--- src/rtl/busAgentPkg.sv ---
package busAgentPkg;
  localparam int MEM_STATE_W = 3;
  localparam logic [MEM_STATE_W-1:0] MEM_BUSY = 3'd0;
  localparam logic [MEM_STATE_W-1:0] MEM_FREE = 3'd1;
  localparam logic [MEM_STATE_W-1:0] MEM_DONE = 3'd2;

  typedef enum logic [2:0] {
    ST_IDLE,
    ST_REQ,
    ST_BACKOFF,
    ST_WAIT,
    ST_DONE
  } agentState_e;

  typedef struct packed {
    logic loadMiss;
    logic capture;
  } dpStrobes_t;
endpackage

--- src/rtl/agentCtrl.sv ---
module agentCtrl
  import busAgentPkg::*;
(
  input  logic                   clk,
  input  logic                   rst,
  input  logic                   missValid,
  input  logic                   busGrant,
  input  logic [MEM_STATE_W-1:0] memState,
  input  logic                   lineMatch,
  input  logic                   pendWrite,
  output logic                   busReq,
  output logic                   rdStrobe,
  output logic                   wrStrobe,
  output logic                   doneValid,
  output logic                   agentBusy,
  output dpStrobes_t             strobes
);
  agentState_e state, stateNext;
  logic issue;

  assign issue = (state == ST_REQ) && busGrant && (memState == MEM_FREE);

  always_comb begin
    stateNext = state;
    unique case (state)
      ST_IDLE:    if (missValid) stateNext = ST_REQ;
      ST_REQ:     if (busGrant) stateNext = (memState == MEM_FREE) ? ST_WAIT : ST_BACKOFF;
      ST_BACKOFF: stateNext = ST_REQ;
      ST_WAIT:    if (memState == MEM_DONE && lineMatch) stateNext = ST_DONE;
      ST_DONE:    stateNext = ST_IDLE;
      default:    stateNext = ST_IDLE;
    endcase
  end

  always_ff @(posedge clk) begin
    if (rst) state <= ST_IDLE;
    else     state <= stateNext;
  end

  assign busReq           = (state == ST_REQ);
  assign rdStrobe         = issue && !pendWrite;
  assign wrStrobe         = issue && pendWrite;
  assign doneValid        = (state == ST_DONE);
  assign agentBusy        = (state != ST_IDLE);
  assign strobes.loadMiss = (state == ST_IDLE) && missValid;
  assign strobes.capture  = (state == ST_WAIT) && (memState == MEM_DONE) && lineMatch;

  AST_BUSY_RELEASE: assert property (@(posedge clk) disable iff (rst)
    (busReq && busGrant && memState != MEM_FREE) |=> !busReq);
  AST_BUSY_REREQ: assert property (@(posedge clk) disable iff (rst)
    (busReq && busGrant && memState != MEM_FREE) |=> ##1 busReq);
  AST_ISSUE_DROPS: assert property (@(posedge clk) disable iff (rst)
    (rdStrobe || wrStrobe) |=> (!busReq && !rdStrobe && !wrStrobe));
  AST_DONE_PULSE: assert property (@(posedge clk) disable iff (rst)
    doneValid |=> (!doneValid && !agentBusy));
  AST_NO_GRANT_HOLD: assert property (@(posedge clk) disable iff (rst)
    (busReq && !busGrant) |=> busReq);
endmodule

--- src/rtl/agentDatapath.sv ---
module agentDatapath
  import busAgentPkg::*;
#(
  parameter int DATA_W     = 8,
  parameter int LINE_WORDS = 2,
  parameter int ADDR_W     = 4
) (
  input  logic                         clk,
  input  logic                         rst,
  input  dpStrobes_t                   strobes,
  input  logic                         missWrite,
  input  logic [ADDR_W-1:0]            missAddr,
  input  logic [DATA_W-1:0]            missData,
  input  logic [ADDR_W-1:0]            busAddrIn,
  input  logic [DATA_W*LINE_WORDS-1:0] busLineIn,
  output logic                         pendWrite,
  output logic                         lineMatch,
  output logic [ADDR_W-1:0]            busAddrOut,
  output logic [DATA_W*LINE_WORDS-1:0] busDataOut,
  output logic [DATA_W*LINE_WORDS-1:0] doneLine
);
  localparam int OFF_W  = $clog2(LINE_WORDS);
  localparam int LINE_W = DATA_W * LINE_WORDS;

  logic [ADDR_W-1:0] pendAddr;
  logic [DATA_W-1:0] pendData;

  always_ff @(posedge clk) begin
    if (rst) begin
      pendAddr  <= '0;
      pendData  <= '0;
      pendWrite <= 1'b0;
    end else if (strobes.loadMiss) begin
      pendAddr  <= missAddr;
      pendData  <= missData;
      pendWrite <= missWrite;
    end
  end

  always_ff @(posedge clk) begin
    if (rst)                  doneLine <= '0;
    else if (strobes.capture) doneLine <= busLineIn;
  end

  assign lineMatch  = (busAddrIn >> OFF_W) == (pendAddr >> OFF_W);
  assign busAddrOut = pendAddr;

  for (genvar k = 0; k < LINE_WORDS; k++) begin : g_slot
    assign busDataOut[k*DATA_W +: DATA_W] =
      (pendAddr[OFF_W-1:0] == OFF_W'(k)) ? pendData : '0;
  end

  AST_CAPTURE_HOLD: assert property (@(posedge clk) disable iff (rst)
    (!strobes.capture && !strobes.loadMiss) |=> $stable(doneLine));
  AST_SLOT_SINGLE: assert property (@(posedge clk) disable iff (rst)
    $countones(busDataOut) <= $countones(pendData));

  logic unusedLine;
  assign unusedLine = ^LINE_W;
endmodule

--- src/rtl/busReqAgent.sv ---
module busReqAgent
  import busAgentPkg::*;
#(
  parameter int DATA_W     = 8,
  parameter int LINE_WORDS = 2,
  parameter int ADDR_W     = 4
) (
  input  logic                         clk,
  input  logic                         rst,
  input  logic                         missValid,
  input  logic                         missWrite,
  input  logic [ADDR_W-1:0]            missAddr,
  input  logic [DATA_W-1:0]            missData,
  output logic                         agentBusy,
  output logic                         busReq,
  input  logic                         busGrant,
  input  logic [2:0]                   memState,
  output logic                         rdStrobe,
  output logic                         wrStrobe,
  output logic [ADDR_W-1:0]            busAddrOut,
  output logic [DATA_W*LINE_WORDS-1:0] busDataOut,
  input  logic [ADDR_W-1:0]            busAddrIn,
  input  logic [DATA_W*LINE_WORDS-1:0] busLineIn,
  output logic                         doneValid,
  output logic [DATA_W*LINE_WORDS-1:0] doneLine
);
  dpStrobes_t strobes;
  logic pendWrite;
  logic lineMatch;

  agentCtrl u_ctrl (
    .clk(clk), .rst(rst), .missValid(missValid), .busGrant(busGrant),
    .memState(memState), .lineMatch(lineMatch), .pendWrite(pendWrite),
    .busReq(busReq), .rdStrobe(rdStrobe), .wrStrobe(wrStrobe),
    .doneValid(doneValid), .agentBusy(agentBusy), .strobes(strobes)
  );

  agentDatapath #(.DATA_W(DATA_W), .LINE_WORDS(LINE_WORDS), .ADDR_W(ADDR_W)) u_dp (
    .clk(clk), .rst(rst), .strobes(strobes), .missWrite(missWrite),
    .missAddr(missAddr), .missData(missData), .busAddrIn(busAddrIn),
    .busLineIn(busLineIn), .pendWrite(pendWrite), .lineMatch(lineMatch),
    .busAddrOut(busAddrOut), .busDataOut(busDataOut), .doneLine(doneLine)
  );

  AST_LINE_CAPTURED: assert property (@(posedge clk) disable iff (rst)
    doneValid |-> (doneLine == $past(busLineIn) && $past(memState) == MEM_DONE));
endmodule

--- config.mk ---
export PLATFORM = sky130hd
export DESIGN_NAME = busReqAgent
export DESIGN_NICKNAME = d
export VERILOG_FILES = /design/src/rtl/busAgentPkg.sv /design/src/rtl/agentCtrl.sv /design/src/rtl/agentDatapath.sv /design/src/rtl/busReqAgent.sv
export SDC_FILE = /design/constraint.sdc
export NUM_CORES = 1
export LEC_CHECK = 0
export BUFFER_PORTS_ARGS = -buffer_cell sky130_fd_sc_hd__buf_2
export CORE_ASPECT_RATIO = 1.4
export CORE_MARGIN = 4
export CORE_UTILIZATION = 40
export CTS_BUF_LIST = sky130_fd_sc_hd__clkbuf_2
export DETAILED_ROUTE_END_ITERATION = 8
export PLACE_DENSITY = 0.77
export SLEW_MARGIN = 20
export SYNTH_ARGS = -nofsm -noshare
export SYNTH_HDL_FRONTEND = slang
export SYNTH_SLANG_ARGS = --single-unit
--- constraint.sdc ---
create_clock -name clk -period 1.51 [get_ports clk]
set_input_delay 0.0755 -clock clk [delete_from_list [all_inputs] [get_ports clk]]
set_output_delay 0.0755 -clock clk [all_outputs]
set_load 0.005 [all_outputs]
After elaboration in Yosys (flattened, before gate mapping). Index checks and enable logic that the tools add are counted.

Flip-flop bits (word level): 32. Latch bits: 0. Memory bits (writable): 0. Memory bits (read-only): 0. Input port bits: 40. Output and inout port bits: 41. Word-level logic and storage cells: 34. Memories: 0.

Add/subtract/negate cells: 0. Multipliers: 0. Divide/modulo/power cells: 0. $lt $le $gt $ge: 0. Equality and inequality tests: 10. Shifts and indexed selects: 0. Multiplexer cells: 7. Bitwise logic cells: 0. Reduce and logical (&&, ||, !) cells: 12.

Operators by type and width (count): $mux 8 (2); $pmux 3 s4 (1); $eq 3x2->1 const B (3); $mux 3 (3); $logic_and 1x1->1 (8); $eq 3x1->1 const B (2); $ne 2x1->1 const B (2); $eq 3x3->1 (1); $eq 3x3->1 const B (1); $logic_not 3->1 (1); $reduce_and 3->1 (1); $reduce_bool 3->1 (1); $ne 2x2->1 const B (1); $logic_not 1->1 (1); $mux 1 (1).

Depth between registers and ports, before layout.
Word-level depth: 4. Gate-level depth with buffers: 6. Gate-level depth less buffers: 4.

Hierarchy. From an unflattened synthesis, not the netlist that was laid out.

Cell total of the unflattened synthesis: 140. Area, all modules: 1401.3 µm².

By module, submodules not included: agentDatapath (times used 1, cells an instance 115, area each 1184.9 µm², sequential area each 580.6 µm²); agentCtrl (times used 1, cells an instance 25, area each 216.5 µm², sequential area each 60.1 µm²).

Least setup slack after synthesis. Ideal clock, no wire load.

Path kind: register -> register. From: register u_dp.pendAddr[2], in the netlist u_dp.busAddrOut[2]. To: register u_ctrl.state[0]. Library setup time: 0.121 ns. Data arrival time: 1.501 ns. Data required time: 1.389 ns. Path slack: -0.112 ns. Cell stages (with the launch flop): 6. Buffers on the path: 1. Clock period less this slack: 1.622 ns. Cells stage by stage: dfxtp_1 xor2_1 or4_1 buf_2 a221oi_2 nor3_1.

Word-level cells in the longest chain between the ends: 4.

RTL lines: from (decl) (RTL line agentDatapath.sv:25) `logic [ADDR_W-1:0] pendAddr;`; from (signal assigned) (RTL line agentDatapath.sv:34) `pendAddr <= missAddr;`; $eq 3x3->1 (RTL line agentDatapath.sv:45) `assign lineMatch = (busAddrIn >> OFF_W) == (pendAddr >> OFF_W);`; $logic_and 1x1->1 (RTL line agentCtrl.sv:29) `ST_WAIT: if (memState == MEM_DONE && lineMatch) stateNext = ST_DONE;`; $ne 2x1->1 (no source line); $reduce_and 3->1 (no source line); to (signal assigned) (RTL line agentCtrl.sv:37) `else state <= stateNext;`; to (decl) (RTL line agentCtrl.sv:18) `agentState_e state, stateNext;`.

Every way passes these cells. A chain may end at the register's enable or synchronous reset.

Worst setup path in the final report.
From: register u_dp.pendAddr[3], in the netlist u_dp.busAddrOut[3]. To: register u_dp.doneLine[3].

Word-level cells in the longest chain between the ends: 2.

RTL lines: $eq 3x3->1 (RTL line agentDatapath.sv:45); $logic_and 1x1->1 (RTL line agentCtrl.sv:46) `assign strobes.capture = (state == ST_WAIT) && (memState == MEM_DONE) && lineMatch;`; to (signal assigned) (RTL line agentDatapath.sv:42) `else if (strobes.capture) doneLine <= busLineIn;`; to (decl) (RTL line agentDatapath.sv:20) `output logic [DATA_W*LINE_WORDS-1:0] doneLine`.

Every way passes these cells.

==> summary.md <==
| Metric | Value |
|---|---|
| Initial antenna violation count | 0 |
| Post-synthesis instance total | 176 |
| Worst Max-Slew Pin Slew | 0.599 ns |
| Gpl congestion | 0.740 |
| Slowest CP cell | or4_4 |
| Crit path DAT | 1.82 ns |
| Static Leak | 0.00112 uW |
| Synth Area in Compound Gates | 0.187 |
| # rows | 25 |
| CORE AREA | 3380 um2 |
| CP Capture Type | register |
| Slew headroom | 0.601 |
| Xor/xnor cell area share of the yosys netlist | 0.0188 |
| NumNets Final | 339 |
| Hold Path Stages | 3 |
| Syn-to-layout area delta | 77.2% |
| Aggregate routed wire length | 4600 um |
| Overflow left after global routing | 0 |
| Post-layout util | 0.733 |
| Top cells by area, synth | dfxtp_1 46%, a21oi_1 10%, nand2_1 7.8%, nand3_1 5.7%, and2_1 4.5% |
| Clk root buf | clkbuf_2 |
| Mux share of post-synthesis cell area | 0 |
| Final Cell Area | 2480 um2 |
| Worst path top cell family by delay | simple AND/OR/NAND/NOR gates |
| Die Y | 77.9 um |
| Clock skew | 0.00641 ns |
| Clk_lat worst skew | 0.35 ns |
| Slew Limit Fails | 0 |
| Top-area cell type share of the netlist area | 0.458 |
| Hpwl dp | 2730 um |
| I/O pin total | 81 |
| Yosys reg bits | 32 |
| Drt wl/cell | 13.5 um |
| Register area share after synthesis | 0.458 |
| Width of the die | 58.0 um |
| Avg Vias per Cell | 5.06 |
| DR iter-0 viols | 75 |
| TritonCTS clock tree | done |
| Placed Area | 1940 um2 |
| GRT Total Usage | 0.203 |
| Cts bufs inserted | 5 |
| R2R Path End | u_dp.doneLine[3] |
| Drt pass-1 iters | 5 |
| Setup ws final | -0.0811 ns |
| Vias post-DR | 1720 |
| Period minus WS final | 1.59 ns |
| Hold Path Sink | u_ctrl.state[1] |
| Status | complete, but fails checks |
| Critical Path RT | 1.74 ns |
| Number of global-route vias before repair | 1660 |
| Ant. Diodes | 0 |
| Worst hold slack | 0.0730 ns |
| FF-to-FF Start | u_dp.busAddrOut[3] |
| Worst path max stage delay | 0.57 ns |
| Simple-gate share of the synthesized area | 0.291 |
| CP Cell Sequence | xor2_1 > or4_4 > buf_12 > o21ai_1 > a21oi_1 |
| VDD IR max | 608 uV |
| Minimum setup slack among reg-to-reg paths | -0.08 ns |
| Failing checks | negative setup slack |
| Cell area after synthesis | 1400 um2 |
| Crit path buffers/inverters | 1 |
| Setup Viol. Count Final | 13 |
| Max Fclk | 629 MHz |
| CTS H-tree lvls | 2 |
| Post-synthesis adder-cell area fraction | 0 |
| P per Cell Area | 656 nW/um2 |
| Max-Cap Viols | 0 |
| Synth area leader | dfxtp_1 |
| Setup tns final | -0.705 ns |
| Avg Inst Size Synth | 7.94 um2 |
| Fillers | 261 |
| Yosys warning total | 0 |
| Largest net degree at the start of global routing | 33 |
| Die area | 4520 um2 |
| R2R depth | 5 |
| CP Max Fanout | 10 |
| Count of final hold-check violations | 0 |
| Reg area | 652 um2 |
| HP Start | busGrant |
| First-pass GRT wire length | 7320 um |
| Layout cell share with drive strength beyond 1 | 0.443 |
| Longest Clk Path Bufs | 2 |
| Largest family of logic cells by synthesized area | simple AND/OR/NAND/NOR gates |
| WS Path Type | reg -> reg |
| Post-synthesis cell type count | 25 |
| Final Cycle Share | 1.05 |
| CP startpoint kind | register |
| RSZ-0062 raised after global routing | true |
| Design Power | 1620 uW |
| Buffers on Ports | 79 |
| Clock transition at the registers of the reported paths | 0.15 ns |
| Class of the worst hold path | in -> reg |
| Syn_nets | 216 |
| Clk sinks | 32 |
| Initial Utilization | 0.414 |
| DRC | 0 |
| Multi-input gate area | 803 um2 |
| Remaining antenna violation count after routing | 0 |
-- cells by family after synthesis --
group,Yosys count
and+or+nand+nor,78
AOI/OAI and AO/OA,49
DFF,32
buffers and inverters,14
xor gates and xnor gates,3
-- layout make-up --
cell class,instances,share of cell area
clock buffer,7,0.0141
clock inverter,1,0.00152
inverter,2,0.00303
multi-input combinational,130,0.324
sequential,32,0.263
tap,40,0.0202
timing repair buffer,128,0.373
-- registers in the layout (all words and copies together) (netlist names) --
signal           flops
u_dp.doneLine       16
u_dp.pendData        8
u_ctrl.state         3
u_dp.busAddrOut      4
u_dp.pendWrite       1
-- stage by stage --
| stage | setup slack, ns | cells |
|---|---|---|
| 2_1_floorplan | -0.0647 | 176 |
| 3_3_place_gp | -0.156 | 296 |
| 3_5_place_dp | -0.201 | 296 |
| 4_1_cts | -0.0717 | 334 |
| 5_1_grt | -0.145 | 340 |
| 6_report | -0.0811 | 340 |
-- routing by layer --
metal	share of wire	GRT usage
met4	0.013	0.0766
met5	0	0
met2	0.56	0.379
met3	0.056	0.0333
met1	0.37	0.220
-- where the power goes --
group / switching, uW / internal (uW) / leakage (uW)
clock network: 270 / 124 / 0.0000306
logic: 144 / 188 / 0.000827
registers: 26.4 / 872 / 0.000262
-- synth_stat cells --
master / count
a21oi_1: 29
inv_1: 2
nand2_1: 29
or4_1: 1
nor2b_1: 9
dfxtp_1: 32
nor4_1: 1
o21ai_2: 1
a221oi_2: 1
and3_1: 2
nor3_1: 3
buf_6: 1
o21ai_1: 9
a211oi_1: 1
nor4_4: 1
buf_2: 2
nor3b_1: 1
o21ai_0: 8
clkbuf_1: 9
xor2_1: 3
nand3_1: 16
or3_1: 1
or3b_4: 1
and2_1: 10
nor2_1: 3
-- what timing repair did --
action | 4_1_cts | 5_1_grt
setup endpoints to repair | 13 | 27
setup buffers | 0 | 4
resized for setup | 8 | 22
hold buffers | 30 | 0
endpoints found under the hold margin | 30 | 0
cloned | 0 | 2
pin swaps | 0 | 13
-- worst reg2reg max path: cells and delay by family (launching register included) --
family | cells | cell delay (ns)
AOI/OAI and AO/OA | 2 | 0.19
xor gates and xnor gates | 1 | 0.18
buffers and inverters | 1 | 0.18
DFF | 1 | 0.35
and+or+nand+nor | 1 | 0.57
-- layout by cell type (no fill, tap or decap), types with 2 or more instances in the layout --
master / instances
buf_2: 78
dlygate4sd3_1: 30
nand2_1: 28
a21oi_1: 28
dfxtp_1: 27
buf_4: 12
nand3_1: 11
and2_1: 10
nor2b_1: 9
o21ai_0: 7
clkbuf_2: 7
o21ai_2: 6
o21ai_1: 4
nand3_2: 4
nor3_1: 3
nor2_1: 3
buf_6: 3
buf_12: 3
dfxtp_2: 3
inv_1: 2
and3_4: 2
xor2_2: 2
clkbuf_16: 2
dfxtp_4: 2
-- how the worst max path moves through the flow --
stage,startpoint,end,slack [ns],cells after the start
2_1_floorplan,memState[2],u_dp.doneLine[0],-0.06,6
3_3_place_gp,memState[2],u_dp.doneLine[2],-0.16,6
3_5_place_dp,memState[2],u_dp.doneLine[7],-0.20,6
4_1_cts,u_dp.busAddrOut[2],u_dp.doneLine[6],-0.07,5
5_1_grt,u_dp.busAddrOut[2],u_dp.doneLine[15],-0.15,5
6_report,u_dp.busAddrOut[3],u_dp.doneLine[3],-0.08,5
Power figures use the tool's default switching activity.
